### config.mk
export PLATFORM = sky130hd
export DESIGN_NAME = pktdev_regs
export DESIGN_NICKNAME = d
export VERILOG_FILES = /design/src/rtl/pktdev_pkg.sv /design/src/rtl/pktdev_fifo.sv /design/src/rtl/pktdev_irq.sv /design/src/rtl/pktdev_regs.sv
export SDC_FILE = /design/constraint.sdc
export NUM_CORES = 1
export LEC_CHECK = 0
export BUFFER_PORTS_ARGS = -buffer_cell sky130_fd_sc_hd__buf_2
export CAP_MARGIN = 20
export CORE_MARGIN = 2
export CORE_UTILIZATION = 30
export CTS_BUF_LIST = sky130_fd_sc_hd__clkbuf_8 sky130_fd_sc_hd__clkbuf_16
export DETAILED_ROUTE_END_ITERATION = 6
export PLACE_DENSITY = 0.46
export SETUP_SLACK_MARGIN = 0.5
export SYNTH_ARGS = -nofsm -noshare
export SYNTH_HDL_FRONTEND = slang
export SYNTH_HIERARCHICAL = 1
export SYNTH_SLANG_ARGS = --single-unit
### constraint.sdc
create_clock -name clk_i -period 9 [get_ports clk_i]
set_input_delay 0.45 -clock clk_i [delete_from_list [all_inputs] [get_ports clk_i]]
set_output_delay 0.45 -clock clk_i [all_outputs]
set_load 0.01 [all_outputs]
### src/rtl/pktdev_pkg.sv
package pktdev_pkg;
  localparam int ADDR_W = 6;
  localparam int WORD_W = 4;

  // word index = byte offset / 4
  localparam logic [WORD_W-1:0] W_ID_LO   = 4'd0;
  localparam logic [WORD_W-1:0] W_ID_HI   = 4'd1;
  localparam logic [WORD_W-1:0] W_BUSY    = 4'd2;
  localparam logic [WORD_W-1:0] W_RXCNT   = 4'd3;
  localparam logic [WORD_W-1:0] W_TXCNT   = 4'd4;
  localparam logic [WORD_W-1:0] W_INTCTL  = 4'd5;
  localparam logic [WORD_W-1:0] W_INTINFO = 4'd6;
  localparam logic [WORD_W-1:0] W_RXDATA  = 4'd7;
  localparam logic [WORD_W-1:0] W_TXDATA  = 4'd8;

  localparam int INT_TX   = 0;
  localparam int INT_RX   = 1;
  localparam int INT_TEST = 31;
endpackage

### src/rtl/pktdev_fifo.sv
module pktdev_fifo #(
  parameter int W     = 8,
  parameter int DEPTH = 16
) (
  input  logic         clk_i,
  input  logic         rst_ni,
  input  logic         push_i,
  input  logic [W-1:0] din_i,
  input  logic         pop_i,
  output logic         full_o,
  output logic         empty_o,
  output logic [W-1:0] dout_o
);
  localparam int AW = (DEPTH > 1) ? $clog2(DEPTH) : 1;
  localparam logic [AW-1:0] LAST = AW'(DEPTH - 1);

  logic [W-1:0]  mem [DEPTH];
  logic [AW-1:0] wp, rp;
  logic [AW:0]   cnt;
  logic          do_push, do_pop;

  assign full_o  = (cnt == (AW+1)'(DEPTH));
  assign empty_o = (cnt == '0);
  assign dout_o  = mem[rp];
  assign do_push = push_i & ~full_o;
  assign do_pop  = pop_i & ~empty_o;

  always_ff @(posedge clk_i) begin
    if (do_push) mem[wp] <= din_i;
  end

  always_ff @(posedge clk_i or negedge rst_ni) begin
    if (!rst_ni) begin
      wp  <= '0;
      rp  <= '0;
      cnt <= '0;
    end else begin
      if (do_push) wp <= (wp == LAST) ? '0 : wp + 1'b1;
      if (do_pop)  rp <= (rp == LAST) ? '0 : rp + 1'b1;
      case ({do_push, do_pop})
        2'b10:   cnt <= cnt + 1'b1;
        2'b01:   cnt <= cnt - 1'b1;
        default: cnt <= cnt;
      endcase
    end
  end
endmodule

### src/rtl/pktdev_irq.sv
module pktdev_irq
  import pktdev_pkg::*;
(
  input  logic        clk_i,
  input  logic        rst_ni,
  input  logic        tx_set_i,
  input  logic        rx_set_i,
  input  logic        wr_i,
  input  logic        rd_i,
  input  logic [31:0] wdata_i,
  output logic [31:0] ctl_o,
  output logic        rx_pend_o,
  output logic        irq_o
);
  logic tx_done, rx_pend, test_irq, test_vis;
  logic wr_zero;

  assign wr_zero = wr_i & (wdata_i == 32'h0);

  always_ff @(posedge clk_i or negedge rst_ni) begin
    if (!rst_ni) begin
      tx_done  <= 1'b0;
      rx_pend  <= 1'b0;
      test_irq <= 1'b0;
      test_vis <= 1'b0;
    end else begin
      // set beats clear
      if (tx_set_i)                     tx_done <= 1'b1;
      else if (wr_i && wdata_i[INT_TX]) tx_done <= 1'b0;
      if (rx_set_i)                     rx_pend <= 1'b1;
      else if (wr_i && wdata_i[INT_RX]) rx_pend <= 1'b0;
      // test source: line held until write of zero, view cleared by a read
      if (wr_i && wdata_i[INT_TEST]) begin
        test_irq <= 1'b1;
        test_vis <= 1'b1;
      end else if (wr_zero) begin
        test_irq <= 1'b0;
        test_vis <= 1'b0;
      end else if (rd_i) begin
        test_vis <= 1'b0;
      end
    end
  end

  always_comb begin
    ctl_o           = '0;
    ctl_o[INT_TX]   = tx_done;
    ctl_o[INT_RX]   = rx_pend;
    ctl_o[INT_TEST] = test_vis;
  end

  assign rx_pend_o = rx_pend;
  assign irq_o     = tx_done | rx_pend | test_irq;
endmodule

### src/rtl/pktdev_regs.sv
module pktdev_regs
  import pktdev_pkg::*;
#(
  parameter logic [63:0] ID_VAL   = 64'h3054_454E_5350_494D,
  parameter int          IRQ_LINE = 3,
  parameter int          MAX_LEN  = 65536,
  parameter int          RX_DEPTH = 64,
  parameter int          TX_DEPTH = 16
) (
  input  logic              clk_i,
  input  logic              rst_ni,
  input  logic              req_i,
  input  logic              we_i,
  input  logic [ADDR_W-1:0] addr_i,
  input  logic [31:0]       wdata_i,
  output logic [31:0]       rdata_o,
  input  logic              rx_valid_i,
  input  logic [7:0]        rx_data_i,
  input  logic              rx_last_i,
  output logic              rx_ready_o,
  output logic              tx_valid_o,
  output logic [7:0]        tx_data_o,
  output logic              tx_last_o,
  input  logic              tx_ready_i,
  output logic              irq_o
);
  localparam int CNT_W = $clog2(MAX_LEN + 1);

  logic              aligned, rd, wr;
  logic [WORD_W-1:0] word;
  logic [CNT_W-1:0]  rx_cnt_q, rx_len_q, tx_cnt_q, tx_left_q;
  logic              in_rx_q, busy, rx_pend;
  logic              rx_fire, rx_full, rx_empty, rx_pop;
  logic [7:0]        rx_head;
  logic              tx_push, tx_full, tx_empty, tx_fire;
  logic [8:0]        tx_head;
  logic              tx_done_set, rx_done_set;
  logic [31:0]       intctl;

  assign aligned = (addr_i[1:0] == 2'b00);
  assign word    = addr_i[ADDR_W-1:2];
  assign rd      = req_i & ~we_i & aligned;
  assign wr      = req_i &  we_i & aligned;

  // receive path
  assign rx_ready_o  = ~rx_pend & (rx_cnt_q == '0) & ~rx_full;
  assign rx_fire     = rx_valid_i & rx_ready_o;
  assign rx_done_set = rx_fire & rx_last_i;
  assign rx_pop      = rd & (word == W_RXDATA) & (rx_cnt_q != '0);

  pktdev_fifo #(.W(8), .DEPTH(RX_DEPTH)) u_rx_buf (
    .clk_i, .rst_ni,
    .push_i(rx_fire), .din_i(rx_data_i), .pop_i(rx_pop),
    .full_o(rx_full), .empty_o(rx_empty), .dout_o(rx_head)
  );

  always_ff @(posedge clk_i or negedge rst_ni) begin
    if (!rst_ni) begin
      rx_cnt_q <= '0;
      rx_len_q <= '0;
      in_rx_q  <= 1'b0;
    end else begin
      if (rx_fire) begin
        if (rx_last_i) begin
          rx_cnt_q <= rx_len_q + CNT_W'(1);
          rx_len_q <= '0;
          in_rx_q  <= 1'b0;
        end else begin
          rx_len_q <= rx_len_q + CNT_W'(1);
          in_rx_q  <= 1'b1;
        end
      end else if (rx_pop) begin
        rx_cnt_q <= rx_cnt_q - CNT_W'(1);
      end
    end
  end

  // transmit path
  assign tx_push     = wr & (word == W_TXDATA) & (tx_left_q != '0) & ~tx_full;
  assign tx_valid_o  = ~tx_empty;
  assign tx_data_o   = tx_head[7:0];
  assign tx_last_o   = tx_head[8];
  assign tx_fire     = tx_valid_o & tx_ready_i;
  assign tx_done_set = tx_fire & tx_last_o;

  pktdev_fifo #(.W(9), .DEPTH(TX_DEPTH)) u_tx_buf (
    .clk_i, .rst_ni,
    .push_i(tx_push), .din_i({tx_left_q == CNT_W'(1), wdata_i[7:0]}),
    .pop_i(tx_fire),
    .full_o(tx_full), .empty_o(tx_empty), .dout_o(tx_head)
  );

  always_ff @(posedge clk_i or negedge rst_ni) begin
    if (!rst_ni) begin
      tx_cnt_q  <= '0;
      tx_left_q <= '0;
    end else begin
      if (tx_done_set) begin
        tx_cnt_q <= '0;
      end else if (wr && word == W_TXCNT && tx_cnt_q == '0 &&
                   wdata_i[CNT_W-1:0] != '0) begin
        tx_cnt_q  <= wdata_i[CNT_W-1:0];
        tx_left_q <= wdata_i[CNT_W-1:0];
      end
      if (tx_push) tx_left_q <= tx_left_q - CNT_W'(1);
    end
  end

  assign busy = in_rx_q | (tx_cnt_q != '0);

  pktdev_irq u_irq (
    .clk_i, .rst_ni,
    .tx_set_i(tx_done_set), .rx_set_i(rx_done_set),
    .wr_i(wr & (word == W_INTCTL)), .rd_i(rd & (word == W_INTCTL)),
    .wdata_i, .ctl_o(intctl), .rx_pend_o(rx_pend), .irq_o
  );

  always_comb begin
    rdata_o = '0;
    if (rd) begin
      case (word)
        W_ID_LO:   rdata_o = ID_VAL[31:0];
        W_ID_HI:   rdata_o = ID_VAL[63:32];
        W_BUSY:    rdata_o = {31'b0, busy};
        W_RXCNT:   rdata_o = 32'(rx_cnt_q);
        W_TXCNT:   rdata_o = 32'(tx_cnt_q);
        W_INTCTL:  rdata_o = intctl;
        W_INTINFO: rdata_o = IRQ_LINE;
        W_RXDATA:  rdata_o = {24'b0, (rx_cnt_q != '0) ? rx_head : 8'h00};
        default:   rdata_o = '0;
      endcase
    end
  end
endmodule

==> results of run 1 <==
## sequential cells by signal (all words and copies together), names as in the netlist, 4 cells and up
| register | flops |
|---|---|
| u_rx_buf/wp | 6 |
| tx_left_q | 17 |
| tx_cnt_q | 17 |
| u_rx_buf/cnt | 7 |
| rx_len_q | 17 |
| u_tx_buf/rp | 4 |
| u_rx_buf/mem | 512 |
| u_tx_buf/wp | 4 |
| u_tx_buf/mem | 144 |
| u_rx_buf/rp | 6 |
| rx_cnt_q | 17 |
| u_tx_buf/cnt | 5 |
## worst max-delay path by stage
stage | startpoint | end | slack (ns) | cells after the start
6_report | u_rx_buf/rp[1]$_DFFE_PN0P_ | rdata_o[3] | 4.04 | 8
5_1_grt | u_rx_buf/rp[1]$_DFFE_PN0P_ | rdata_o[3] | 3.74 | 8
4_1_cts | u_rx_buf/rp[1]$_DFFE_PN0P_ | rdata_o[3] | 3.91 | 8
3_5_place_dp | we_i | u_rx_buf/cnt[6]$_DFFE_PN0P_ | 4.46 | 15
3_3_place_gp | addr_i[2] | u_tx_buf/mem[3][8]$_DFFE_PP_ | 4.42 | 8
2_1_floorplan | addr_i[0] | u_tx_buf/cnt[4]$_DFFE_PN0P_ | 5.36 | 13
## layer usage
metal	routed length, µm	GRT usage (%)
met5	0	0
met4	1660	3.40
met3	3980	2.41
met2	40500	24.5
met1	38600	21.1
## per-stage QoR
stage / hold slack, ns / utilization, % / std cells / instance area (µm²) / setup WS (ns)
4_1_cts: 0.0840 / 34.2 / 3574 / 37100 / 3.91
3_5_place_dp: 0.491 / 31.7 / 3424 / 34400 / 4.46
6_report: 0.122 / 34.3 / 3576 / 37100 / 4.04
5_1_grt: 0.107 / 34.3 / 3576 / 37100 / 3.74
2_1_floorplan: 0.154 / - / 2028 / 32800 / 5.36
3_3_place_gp: 0.484 / 31.7 / 3422 / 34400 / 4.42
## area by class of cell
cell class	instances	area, µm²
Timing Repair Buffer	122	733
Tap cell	1414	1770
Clock inverter	64	584
Fill cell	10342	71300
Clock buffer	85	2120
Sequential cell	761	22300
Multi-Input combinational cell	1095	9470
Inverter	35	131
## power by group through the flow
stage	clock, µW	sequential [µW]	combinational [µW]
floorplan	0	4030	790
global placement	0	4080	1070
detailed placement	0	4090	1080
CTS	3470	4010	1080
global route	3610	4030	1160
finish	3380	4020	1070
## worst max-delay path, cell delays in order, from the launching register on
cell,delay (ns)
sky130_fd_sc_hd__dfrtp_4,0.94
sky130_fd_sc_hd__buf_12,0.55
sky130_fd_sc_hd__mux4_2,0.60
sky130_fd_sc_hd__mux4_2,0.54
sky130_fd_sc_hd__nor2_1,0.12
sky130_fd_sc_hd__o32ai_1,0.20
sky130_fd_sc_hd__a222oi_1,0.56
sky130_fd_sc_hd__nor2_1,0.08
sky130_fd_sc_hd__buf_2,0.16
## timing repair
item / 4_1_cts / 5_1_grt
resized for setup: 0 / 0
endpoints found under the hold margin: 1 / 0
endpoints found under the setup margin: 0 / 0
hold buffers: 1 / 0
## placed cells by master, fill, tap and decap left out, types with 12 or more instances in the layout
| cell type | count |
|---|---|
| sky130_fd_sc_hd__clkinv_1 | 22 |
| sky130_fd_sc_hd__nand3_1 | 33 |
| sky130_fd_sc_hd__nor2b_1 | 13 |
| sky130_fd_sc_hd__a22o_1 | 22 |
| sky130_fd_sc_hd__nor3_1 | 16 |
| sky130_fd_sc_hd__nor4_1 | 18 |
| sky130_fd_sc_hd__edfxtp_1 | 656 |
| sky130_fd_sc_hd__mux2i_1 | 65 |
| sky130_fd_sc_hd__inv_1 | 47 |
| sky130_fd_sc_hd__mux4_1 | 12 |
| sky130_fd_sc_hd__and3_1 | 16 |
| sky130_fd_sc_hd__buf_2 | 90 |
| sky130_fd_sc_hd__xnor2_1 | 25 |
| sky130_fd_sc_hd__clkbuf_16 | 84 |
| sky130_fd_sc_hd__o21ai_0 | 58 |
| sky130_fd_sc_hd__and2_1 | 13 |
| sky130_fd_sc_hd__o22ai_1 | 16 |
| sky130_fd_sc_hd__ha_1 | 22 |
| sky130_fd_sc_hd__nand2b_1 | 13 |
| sky130_fd_sc_hd__clkinv_2 | 14 |
| sky130_fd_sc_hd__nor2_1 | 158 |
| sky130_fd_sc_hd__dfrtp_1 | 100 |
| sky130_fd_sc_hd__mux4_2 | 135 |
| sky130_fd_sc_hd__a22oi_1 | 21 |
| sky130_fd_sc_hd__a21oi_1 | 57 |
| sky130_fd_sc_hd__nand2_1 | 116 |
| sky130_fd_sc_hd__conb_1 | 29 |
| sky130_fd_sc_hd__buf_4 | 27 |
==> impl_metrics.env, run 1 <==
export IMPL_switching_share_pct=25.1
export IMPL_reg2reg_setup_slack_ns=4.89
export IMPL_overflow=0
export IMPL_average_vias_per_placed_instance=5.16
export IMPL_detail_route_wirelength_um=84700
export IMPL_core_rowCount=121
export IMPL_antenna_found_initial=0
export IMPL_floorplan_initialDensity_pct=30.1
export IMPL_syn_mean_instance_area_um2=16.3
export IMPL_static_leakage_power_uw=0.0122
export IMPL_critical_setup_path_class="flop to output port"
export IMPL_power_net_switching_uw=2130
export IMPL_clock_skew_final_ns=0.0239
export IMPL_die_h_um=334
export IMPL_globalplace_congestion=0.846
export IMPL_fp_dieArea_um2=112000
export IMPL_post_cts_setup_buffers=0
export IMPL_design_power_total_uw=8470
export IMPL_relative_slew_margins_pct=32.5
export IMPL_first_pass_grt_wire_length_um=126000
export IMPL_clk_transition_reported_paths_ns=0.06
export IMPL_grt_setup_unrepaired="no"
export IMPL_worst_supply_voltage_drop_on_vdd_uv=133
export IMPL_actual_transition_at_the_worst_max_transition_pin_ns=1.01
export IMPL_timing_rr_start="rx_cnt_q[11]$_DFFE_PN0P_"
export IMPL_min_delay_start="wdata_i[13]"
export IMPL_clock_sinks=761
export IMPL_vias_in_the_first_global_route=18450
export IMPL_run_status="finished, final reports clean"
export IMPL_hold_path_cell_count=3
export IMPL_maxCapViolCount=0
export IMPL_worst_endpoint_arrival_ns=4.51
export IMPL_power_density_nw_per_um2=228
export IMPL_route_detailed_drc=0
export IMPL_yosys_warnings=6
export IMPL_setup_total_negative_slack_ns=0
export IMPL_drive_above_1_share_pct=19.8
export IMPL_p_clk_share_pct=39.9
export IMPL_p_int_uw=6340
export IMPL_die_x_um=334
export IMPL_clk_root_buffer_cell="sky130_fd_sc_hd__clkbuf_16"
export IMPL_critical_path_required_ns=8.55
export IMPL_cts_root_to_sink_buffers=3
export IMPL_whs_endpoint="tx_cnt_q[13]$_DFFE_PN0P_"
export IMPL_reg2reg_to="u_rx_buf/mem[55][5]$_DFFE_PP_"
export IMPL_route_antenna_remaining_nets=0
export IMPL_syn2layout_area_growth_pct=13.7
export IMPL_worstSkewPairLatency_ns=0.64
export IMPL_clock_tree_htree_level_count=3
export IMPL_final_hold_violation_count=0
export IMPL_routedWlPerCell_um=23.7
export IMPL_combPwrFrac_pct=12.7
export IMPL_drt_iter0_drc=1652
export IMPL_grt_max_degree=86
export IMPL_cts_tree="built"
export IMPL_routed_via_count=18438
export IMPL_hpwlAfterDp_um=53000
export IMPL_setup_worst_path_start_class="flop"
export IMPL_tcrit_tclk_final_pct=55.2
export IMPL_maxSlewViolCount=0
export IMPL_cts_buffers_inserted=81
export IMPL_io_buffer_count=90
export IMPL_final_period_minus_worst_setup_slack_ns=4.96
export IMPL_maximum_net_fanout_on_the_critical_path=85
export IMPL_synthCells=2000
export IMPL_grtUsageTotal_pct=15.0
export IMPL_synth_cell_area_um2=32700
export IMPL_worst_r2r_path_depth=7
export IMPL_timing_fmax_ghz=0.201
export IMPL_design_core_area_um2=108000
export IMPL_num_io_pins=97
export IMPL_timing_hold_worst_class="input pin to flop"
export IMPL_cp_end_kind="output port"
export IMPL_num_antenna_cells=0
export IMPL_setup_viol=0
export IMPL_firstDrtPassIters=5
export IMPL_sequentialPowerShare_pct=47.4
export IMPL_final_net_count=2173
Power figures use the tool's default switching activity.
==> run 2, diff against run 1 <==
Clock period 9 ns to 4.95 ns, I/O delays scaled along.
==> impl_metrics.env, run 2 (same netlist as run 1, synthesis figures left out) <==
export IMPL_critical_path_max_stage_delay_ns=0.68
export IMPL_relative_slew_margins_pct=28.7
export IMPL_drive_above_1_share_pct=20.8
export IMPL_worstPathCellList="buf_12 -> mux2_2 -> a221oi_1 -> a31o_1 -> o32ai_1 -> a222oi_1 -> nor2_1 -> buf_2"
export IMPL_core_rowCount=121
export IMPL_firstDrtPassIters=5
export IMPL_maxCapViolCount=0
export IMPL_critical_path_required_ns=4.70
export IMPL_detail_route_wirelength_um=83500
export IMPL_cts_tree="built"
export IMPL_design_core_area_um2=108000
export IMPL_grtUsageTotal_pct=14.9
export IMPL_critical_path_slowest_stage_cell="sky130_fd_sc_hd__dfrtp_4"
export IMPL_cts_root_to_sink_buffers=3
export IMPL_clock_tree_htree_level_count=3
export IMPL_routedWlPerCell_um=23.0
export IMPL_route_detailed_drc=0
export IMPL_actual_transition_at_the_worst_max_transition_pin_ns=1.07
export IMPL_first_pass_grt_wire_length_um=124000
export IMPL_setup_worst_path_start_class="flop"
export IMPL_sequentialPowerShare_pct=48.5
export IMPL_worst_endpoint_arrival_ns=4.02
export IMPL_routed_via_count=18298
export IMPL_io_buffer_count=90
export IMPL_max_reg_flops=512
export IMPL_floorplan_initialDensity_pct=30.1
export IMPL_static_leakage_power_uw=0.0125
export IMPL_power_net_switching_uw=3840
export IMPL_grt_use_met3_pct=2.39
export IMPL_die_h_um=334
export IMPL_clock_sinks=761
export IMPL_p_int_uw=11300
export IMPL_hpwlAfterDp_um=53700
export IMPL_grt_setup_unrepaired="no"
export IMPL_run_status="finished, final reports clean"
export IMPL_timing_hold_ws_ns=0.0673
export IMPL_combPwrFrac_pct=12.7
export IMPL_average_vias_per_placed_instance=5.04
export IMPL_worst_supply_voltage_drop_on_vdd_uv=252
export IMPL_grt_use_met2_pct=24.5
export IMPL_timing_hold_worst_class="input pin to flop"
export IMPL_cp_end_kind="output port"
export IMPL_met1_usage_pct=20.3
export IMPL_fp_dieArea_um2=112000
export IMPL_timing_fmax_ghz=0.234
export IMPL_syn2layout_area_growth_pct=14.6
export IMPL_clock_skew_final_ns=0.0216
export IMPL_layout_cells_most_common_list="sky130_fd_sc_hd__edfxtp_1, sky130_fd_sc_hd__nor2_1, sky130_fd_sc_hd__mux4_2, sky130_fd_sc_hd__nand2_1, sky130_fd_sc_hd__dfrtp_1"
export IMPL_antenna_found_initial=1
export IMPL_route_antenna_remaining_nets=0
export IMPL_cts_buffers_inserted=80
export IMPL_grt_max_degree=65
export IMPL_mostFrequentLayoutCell="sky130_fd_sc_hd__edfxtp_1"
export IMPL_num_antenna_cells=0
export IMPL_layout_top_registers="u_rx_buf/mem x512, u_tx_buf/mem x144"
export IMPL_vias_in_the_first_global_route=18642
export IMPL_globalplace_congestion=0.845
export IMPL_clk_transition_reported_paths_ns=0.06
export IMPL_final_hold_violation_count=0
export IMPL_overflow=0
export IMPL_setup_viol=0
export IMPL_clk_root_buffer_cell="sky130_fd_sc_hd__clkbuf_16"
export IMPL_critical_setup_path_class="flop to output port"
export IMPL_die_x_um=334
export IMPL_tcrit_tclk_final_pct=86.2
export IMPL_maxSlewViolCount=0
export IMPL_num_io_pins=97
export IMPL_worstSkewPairLatency_ns=0.64
export IMPL_final_period_minus_worst_setup_slack_ns=4.26
export IMPL_maximum_net_fanout_on_the_critical_path=56
export IMPL_globalRoute_busiestLayer="met2"
export IMPL_register_bank_with_the_most_flops="u_rx_buf/mem"
export IMPL_power_density_nw_per_um2=404
export IMPL_final_net_count=2224
export IMPL_setup_total_negative_slack_ns=0
export IMPL_p_clk_share_pct=38.8
export IMPL_drt_iter0_drc=1671
export IMPL_switching_share_pct=25.4
run 2: changes by cell type in the layout (fill, tap and decap cells not counted), moves of 2 or more:
cell	change
sky130_fd_sc_hd__buf_4	+41
sky130_fd_sc_hd__dlygate4sd3_1	+11
sky130_fd_sc_hd__inv_1	+11
sky130_fd_sc_hd__clkinv_1	-8
sky130_fd_sc_hd__bufinv_16	-4
sky130_fd_sc_hd__buf_12	+3
sky130_fd_sc_hd__nor3_1	+3
sky130_fd_sc_hd__nor3_2	-3
sky130_fd_sc_hd__clkbuf_16	-2
sky130_fd_sc_hd__clkinv_2	-2
sky130_fd_sc_hd__inv_16	+2
sky130_fd_sc_hd__inv_6	+2
run 2: critical path, delay by kind of cell, from the launching register on:
kind	cells	cell delay, ns
buffers and inverters	2	0.56
AOI/OAI and AO/OA	4	1.59
muxes	1	0.41
DFF	1	0.68
and+or+nand+nor	1	0.09
run 2: stage by stage:
step | utilization, % | cells | instance area [µm²] | worst slack, ns | total power (µW)
floorplan | - | 2028 | 32800 | 1.35 | 8760
global placement | 32.0 | 3465 | 34700 | 1.09 | 9360
detailed placement | 32.0 | 3466 | 34700 | 1.06 | 9390
CTS | 34.5 | 3626 | 37400 | 0.528 | 15300
global route | 34.5 | 3627 | 37400 | 0.509 | 15700
finish | 34.5 | 3627 | 37400 | 0.685 | 15100
run 2: timing repair:
item / 4_1_cts / 5_1_grt
hold buffers: 12 / 0
gates resized for setup: 0 / 0
setup buffers: 0 / 1
setup endpoints to repair: 0 / 4
endpoints found under the hold margin: 83 / 0
run 2: layout make-up:
class	count	area, µm²
fill	10319	71000
sequential	761	22300
multi-input combinational	1095	9460
clock buffer	84	2080
tap	1414	1770
timing repair buffer	174	1170
clock inverter	64	484
inverter	35	131
run 2: per-layer routing:
metal / part of all wire, % / up-vias
li1: - / 8220
met2: 48 / 478
met4: 2.4 / 2
met3: 4.6 / 121
met1: 45 / 9477
met5: 0.024 / -
run 2: worst paths after layout:
path / startpoint / to / slack, ns / cells past startpoint
worst max-delay path: u_rx_buf/rp[1]$_DFFE_PN0P_ / rdata_o[6] / 0.69 / 8
worst min-delay path: wdata_i[22] / u_irq/test_irq$_DFFE_PN0P_ / 0.07 / 4
worst max register to register: rx_cnt_q[2]$_DFFE_PN0P_ / u_rx_buf/mem[4][7]$_DFFE_PP_ / 1.01 / 7
worst min register to register: tx_left_q[7]$_DFFE_PN0P_ / tx_left_q[7]$_DFFE_PN0P_ / 0.50 / 2
max in group asynchronous: rst_ni / rx_cnt_q[16]$_DFFE_PN0P_ / 3.74 / 3
min in group asynchronous: rst_ni / u_irq/test_irq$_DFFE_PN0P_ / 0.28 / 2
run 2: power by group through the flow:
stage	Combinational [µW]	Clock [µW]	Sequential [µW]
final	1920	5870	7340
after global placement	1890	0	7480
after floorplan	1440	0	7320
after global routing	2090	6290	7360
after CTS	1930	6050	7350
after detailed placement	1910	0	7480
